File: config.mk
export PLATFORM = sky130hd
export DESIGN_NAME = stim_replay
export DESIGN_NICKNAME = d
export VERILOG_FILES = /design/src/rtl/stim_replay.sv
export SDC_FILE = /design/constraint.sdc
export NUM_CORES = 1
export LEC_CHECK = 0
export ABC_AREA = 1
export BUFFER_PORTS_ARGS = -buffer_cell sky130_fd_sc_hd__buf_2
export CORE_UTILIZATION = 40
export DETAILED_ROUTE_END_ITERATION = 12
export HOLD_SLACK_MARGIN = 0.1
export PLACE_DENSITY = 0.63
export SYNTH_ARGS = -nofsm -noshare
export SYNTH_HDL_FRONTEND = slang
export SYNTH_SLANG_ARGS = --single-unit
File: constraint.sdc
create_clock -name clk -period 22.3 [get_ports clk]
set_input_delay 1.115 -clock clk [delete_from_list [all_inputs] [get_ports clk]]
set_output_delay 1.115 -clock clk [all_outputs]
set_load 0.05 [all_outputs]
File: src/rtl/stim_replay.sv
module stim_replay #(
  parameter int DATA_WORDS = 2,
  parameter int DEPTH      = 8,
  parameter int CNT_W      = 32
) (
  input  logic                    clk,
  input  logic                    rst,
  input  logic                    en,
  input  logic [31:0]             s_word,
  input  logic                    s_valid,
  output logic                    s_ready,
  output logic [DATA_WORDS*32-1:0] m_tdata,
  output logic                    m_tvalid,
  input  logic                    m_tready,
  output logic                    m_tlast,
  output logic [CNT_W-1:0]        beat_count
);
  localparam int TW = DATA_WORDS * 32;
  localparam int AW = (DEPTH > 1) ? $clog2(DEPTH) : 1;
  localparam int IW = $clog2(DATA_WORDS + 1);
  localparam logic [IW-1:0] ATTR_IDX = IW'(DATA_WORDS);
  localparam logic [AW:0]   FULL_LVL = (AW+1)'(DEPTH);
  localparam logic [AW-1:0] LAST_PTR = AW'(DEPTH - 1);

  typedef enum logic [1:0] {S_EMPTY, S_GAP, S_SHOW} ostate_t;

  // deserializer
  logic [IW-1:0] widx;
  logic [TW-1:0] asm_q;
  logic          is_attr, take, push;

  // queues
  logic [TW-1:0] dmem [DEPTH];
  logic [16:0]   amem [DEPTH];
  logic [AW-1:0] wptr, rptr;
  logic [AW:0]   fill;
  logic          empty, pop;

  // output side
  ostate_t       st;
  logic [15:0]   gap;
  logic [TW-1:0] td;
  logic          tl;
  logic [CNT_W-1:0] beats;
  logic [15:0]   rd_delay;
  logic          rd_last;
  logic          unused_flags;

  assign unused_flags = ^s_word[31:17];

  assign is_attr = (widx == ATTR_IDX);
  assign s_ready = !is_attr || (fill != FULL_LVL);
  assign take    = s_valid && s_ready;
  assign push    = take && is_attr;
  assign empty   = (fill == '0);

  always_ff @(posedge clk) begin
    if (rst) widx <= '0;
    else if (take) widx <= is_attr ? '0 : widx + IW'(1);
  end

  always_ff @(posedge clk) begin
    for (int k = 0; k < DATA_WORDS; k++)
      if (take && widx == IW'(k)) asm_q[k*32 +: 32] <= s_word;
  end

  always_ff @(posedge clk) begin
    if (push) begin
      dmem[wptr] <= asm_q;
      amem[wptr] <= {s_word[16], s_word[15:0]};
    end
  end

  always_ff @(posedge clk) begin
    if (rst) begin
      wptr <= '0;
      rptr <= '0;
      fill <= '0;
    end else begin
      if (push) wptr <= (wptr == LAST_PTR) ? '0 : wptr + AW'(1);
      if (pop)  rptr <= (rptr == LAST_PTR) ? '0 : rptr + AW'(1);
      case ({push, pop})
        2'b10:   fill <= fill + (AW+1)'(1);
        2'b01:   fill <= fill - (AW+1)'(1);
        default: ;
      endcase
    end
  end

  assign rd_delay = amem[rptr][15:0];
  assign rd_last  = amem[rptr][16];
  assign pop = en && !empty && ((st == S_EMPTY) || (st == S_SHOW && m_tready));

  always_ff @(posedge clk) begin
    if (rst) begin
      st    <= S_EMPTY;
      gap   <= '0;
      td    <= '0;
      tl    <= 1'b0;
      beats <= '0;
    end else if (pop) begin
      td <= dmem[rptr];
      tl <= rd_last;
      if (st == S_SHOW) beats <= beats + CNT_W'(1);
      if (rd_delay == 16'd0) st <= S_SHOW;
      else begin
        gap <= rd_delay - 16'd1;
        st  <= S_GAP;
      end
    end else if (en) begin
      case (st)
        S_GAP:
          if (gap == 16'd0) st <= S_SHOW;
          else gap <= gap - 16'd1;
        S_SHOW:
          if (m_tready) begin
            beats <= beats + CNT_W'(1);
            st    <= S_EMPTY;
          end
        default: ;
      endcase
    end
  end

  assign m_tvalid   = en && (st == S_SHOW);
  assign m_tdata    = td;
  assign m_tlast    = tl;
  assign beat_count = beats;
endmodule

After elaboration in Yosys (flattened, before gate mapping)
Memories as Yosys holds them, arrays and structs flattened. A register that Yosys moved wholly into a read port is not among the register bits.
Cells that the tools add are included.
{"block": "totals", "reg_bits": 127, "mem_bits_rw": 648, "input_bits": 37, "out_inout_bits": 99, "wordCells": 82, "memories": 2}
{"block": "op_classes", "addsub": 8, "n_eq_ne": 13, "muxes": 24, "n_reduce_logical": 25}
{"name": "dmem", "words": 8, "word_bits": 64, "rd": 1, "rd_ports_with_merged_regs": 1, "write_ports": 1, "line_no": "33", "rtl": "logic [TW-1:0] dmem [DEPTH];"}
{"name": "amem", "words": 8, "word_bits": 17, "rd": 1, "rd_ports_with_merged_regs": 1, "write_ports": 1, "line_no": "34", "rtl": "logic [16:0] amem [DEPTH];"}
{"operator": "32-bit two-way mux", "n": 5}
{"operator": "16-bit two-way mux", "n": 5}
{"operator": "32-bit by 1-bit adder with 32-bit output (second input constant)", "n": 1}
{"operator": "16-bit zero test", "n": 2}
{"operator": "16-bit by 1-bit subtractor with 16-bit output (second input constant)", "n": 2}
{"operator": "2-bit two-way mux", "n": 6}
{"operator": "3-bit two-way mux", "n": 4}
{"operator": "1-bit logical AND", "n": 8}
{"operator": "4-bit one-hot mux with 2 select lines", "n": 1}
{"operator": "4-bit AND reduction", "n": 2}
{"operator": "2-bit nonzero test", "n": 4}
{"operator": "3-bit by 1-bit adder with 3-bit output (second input constant)", "n": 2}
{"operator": "2-bit by 1-bit equality test with 1-bit output (second input constant)", "n": 3}
{"operator": "2-bit equality test (second input constant)", "n": 3}
{"operator": "3-bit equality test (second input constant)", "n": 2}
{"operator": "3-bit != test (second input constant)", "n": 2}
{"operator": "4-bit by 1-bit adder with 4-bit output (second input constant)", "n": 1}
{"operator": "2-bit zero test", "n": 2}
{"operator": "4-bit zero test", "n": 1}
{"operator": "2-bit != test (second input constant)", "n": 2}
{"operator": "4-bit != test (second input constant)", "n": 1}
{"operator": "2-bit one-hot mux with 2 select lines", "n": 1}
{"operator": "4-bit by 1-bit subtractor with 4-bit output (second input constant)", "n": 1}
{"operator": "3-bit AND reduction", "n": 1}
{"operator": "other kinds (5)", "n": 8}

Depth between registers and ports, before layout
{"block": "depth", "ltp_word": 7, "ltp_mapped": 20, "depth_no_buf": 18}

Least setup slack after synthesis
No wires, ideal clock.
{"block": "synth_timing", "path_kind": "input -> register", "startpoint": "input s_valid", "endpoint": "memory amem[7][0] (enable)", "setup_time_ns": 0.620, "arrival_ns": 7.067, "required_time_ns": 21.680, "path_slack_ns": 14.613, "path_stages": 6, "path_cell_list": "nand2_1 inv_1 nand2_1 nor2_1 inv_1 nor3_1"}
{"block": "synth_via", "elab_chain_cells": 4}
{"item": "from (decl)", "line_no": "10", "rtl": "input logic s_valid,"}
{"item": "1-bit logical AND", "line_no": "53", "rtl": "assign take = s_valid && s_ready;"}
{"item": "1-bit logical AND", "line_no": "54", "rtl": "assign push = take && is_attr;"}
{"item": "1-bit two-way mux", "line_no": "68", "rtl": "if (push) begin"}
{"item": "1-bit two-way mux (implied by the code)", "line_no": "70", "rtl": "amem[wptr] <= {s_word[16], s_word[15:0]};"}
{"item": "to (decl)", "line_no": "34"}
No other way between the ends.

==> impl_metrics.yaml <==
cts:
  cts_tree: "built"
  clk_pin_slew_ps: 60
  ctsHoldBuffers: 0
  clkLatencyLatePin_ps: 660
  numCtsBuffers: 86
  cts_setup_buffers: 0
  ctsRootBufferMaster: "clkbuf_16"
  post_cts_resized: 0
  cts_max_level: 3
  clock_sinks: 842
  cts_buffer_depth: 3
sta:
  max_freq_ghz: 0.256
  rsz0062_at_grt: "false"
  worstMarginPinSlew_ps: 1120
  hold_viol: 0
  skew_ps: 41.8
  setup_viol: 0
  layout_setup_ws_ps: 18400
  max_slew_margin: 0.252
  post-route-min-period_ps: 3900
  finalSetupTns_ps: 0
  whs_ps: 482
  drv_slew: 0
  period_share: 0.175
worst_hold_path:
  hold_path.class: "register to register"
  hold_start: "fill[0]"
  worstHoldEndpoint: "fill[0]"
  whs_path_depth: 1
final_layout:
  area_delta_synth_final_pct: 13.8
  stdcell_count: 4093
  fin_area_sq_um: 37900
  drive_above_1_share: 0.116
  fin_nets: 2990
  fin_util: 0.461
drt:
  drtIter0Drc: 1744
  drt-wirelength-per-cell_microns: 20.2
  antenna_left: 0
  drc: 0
  drt_pass1_iterations: 5
  vias: 21500
  drt-total-wl_microns: 82700
  vias_per_cell: 5.25
floorplan:
  core-area_sq_um: 82200
  die_w_microns: 291
  die_area_sq_um: 84600
  rows: 105
  io_pins: 136
  fp.dieH_microns: 291
  initial_core_util: 0.406
yosys:
  syn-cell-area_sq_um: 33400
  syn_avg_cell_area_sq_um: 11.7
  yosys.area.top_type: "edfxtp_1"
  netlist-cell-type-count: 45
  seq_area_frac_synth: 0.719
  synth_flop_cell: "edfxtp_1"
  yosys-top-cells-area: "edfxtp_1, dfxtp_1, o21ai_0"
  syn_inst: 2849
  netlist.area_leader.share: 0.641
  ys_top_cells_by_count: "edfxtp_1, o21ai_0, nand2_1"
  synthesis.nets: 2896
  synthArstFlopShare: 0
  synth_seq_cells: 842
  synth.most_common_cell: "edfxtp_1"
  ys_warn_count: 0
  synth-edff-count: 712
setup_path:
  startpoint_type: "register"
  required_ps: 22890
  cp_max_fo: 105
  r2r_end: "m_tdata[4]"
  crit_chain: "inv_6 -> buf_4 -> buf_4 -> o21ai_0 -> o221ai_1 -> o21ai_0 -> a21oi_1"
  cp-end-kind: "register"
  r2r_slack_ps: 18400
  critPathArrivalTime_ps: 4490
  r2r.worst_path.cells: 7
  critPathKind: "register to register"
  slowest_stage: "buf_4"
  rr_startpoint: "rptr[0]"
  cp_slowest_stage_delay_ps: 920
grt:
  antenna_found_initial: 9
  grt_pass1_vias: 20400
  grt.total_usage: 0.193
  grt_first_pass_wirelength_microns: 125000
  grt_start_max_net_pins: 106
  overflow: 0
power_and_ir_drop:
  power_mw: 4.87
  leakagePower_nw: 13.6
  p_int_mw: 3.04
  p_sw_frac: 0.376
  seqPwrFrac: 0.393
  p_clk_frac: 0.304
  max-vdd-ir-drop_mv: 0.0728
  pwr-share-comb: 0.303
  p_switching_mw: 1.83
  powerDensity_nw_per_um2: 128
place:
  postPlaceCellArea_sq_um: 35000
  pre_cts_slack_ps: 18320
  placed_cells: 3925
  port_buffers: 135
  dp_hpwl_microns: 46200
  place_congestion: 0.841
status:
  status: "finished clean"
run:
  cap_viol_max_count: 0
metal layers:
metal,part of all wire,vias to the layer above,track usage
met5,0.00041,-,0
met4,0.026,4,0.0694
met3,0.059,125,0.0307
met2,0.48,605,0.317
met1,0.43,10400,0.259
li1,-,10300,-
state kept, by name, indices dropped and copies added (netlist names), named ones only:
signal	cells
dmem	512
amem	136
asm_q	64
m_tdata	64
beat_count	32
gap	16
fill	4
rptr	3
wptr	3
st	2
widx	2
m_tlast	1
cells by family (layout without fill, tap and decap cells):
logic type | after synthesis | in the layout | share of synthesized area
flip-flops | 842 | 842 | 0.719
AO/OA/AOI/OAI | 666 | 666 | 0.110
XOR/XNOR | 17 | 17 | 0.00446
buffers and inverters | 358 | 526 | 0.0445
AND/OR/NAND/NOR | 956 | 956 | 0.118
adder cells (fa/ha/maj) | 10 | 10 | 0.00398
other | 0 | 6 | 0
critical path: cells and delay by family, from the launching register on:
| kind | cells | cell delay [ps] |
|---|---|---|
| AO/OA/AOI/OAI | 4 | 850 |
| flip-flops | 1 | 610 |
| buffers and inverters | 3 | 2240 |
final cells by class:
| type | count | area (sq um) |
|---|---|---|
| tap | 1070 | 1340 |
| fill | 7393 | 44300 |
| timing repair buffer | 167 | 916 |
| clock buffer | 109 | 2300 |
| sequential | 842 | 24000 |
| multi-input combinational | 1649 | 7960 |
| antenna | 6 | 15.0 |
| inverter | 197 | 756 |
| clock inverter | 53 | 671 |
power groups by stage:
stage / clock, mW / sequential, mW / combinational [mW]
CTS: 1.51 / 1.92 / 1.48
global route: 1.57 / 1.93 / 1.64
floorplan: 0 / 2.10 / 0.910
global placement: 0 / 1.95 / 1.47
finish: 1.48 / 1.91 / 1.47
detailed placement: 0 / 1.95 / 1.48
how the worst max path moves through the flow:
| stage | startpoint | cells after the start | to |
|---|---|---|---|
| finish | rptr[0] | 7 | m_tdata[4] |
| global route | rptr[0] | 7 | m_tdata[4] |
| CTS | rptr[0] | 7 | m_tdata[4] |
| detailed placement | s_valid | 9 | dmem[2][36] |
| global placement | s_valid | 9 | dmem[0][38] |
| floorplan | s_valid | 6 | amem[7][0] |
layout by cell type (no fill, tap or decap), types with 3 or more instances in the layout:
master,Yosys,final
a211oi_1,4,4
a21oi_1,114,114
buf_2,10,135
buf_4,8,32
bufinv_16,0,10
clkbuf_1,125,18
clkbuf_16,0,87
clkbuf_8,0,4
clkinv_1,1,8
clkinv_16,0,5
clkinv_2,0,21
clkinvlp_4,0,8
dfxtp_1,130,126
dfxtp_4,0,3
diode_2,0,6
edfxtp_1,712,712
ha_1,9,9
inv_1,192,188
inv_2,3,4
nand2_1,412,412
nand3_1,118,118
nand3_2,5,5
nand4_1,12,12
nor2_1,366,359
nor2_2,6,6
nor2_4,1,8
nor3_1,17,14
nor3_2,1,4
nor4_1,4,4
o21ai_0,413,413
o221ai_1,65,65
o22ai_1,65,65
xnor2_1,6,6
xor2_1,11,11
No activity file was read; power rests on OpenSTA's default activity.
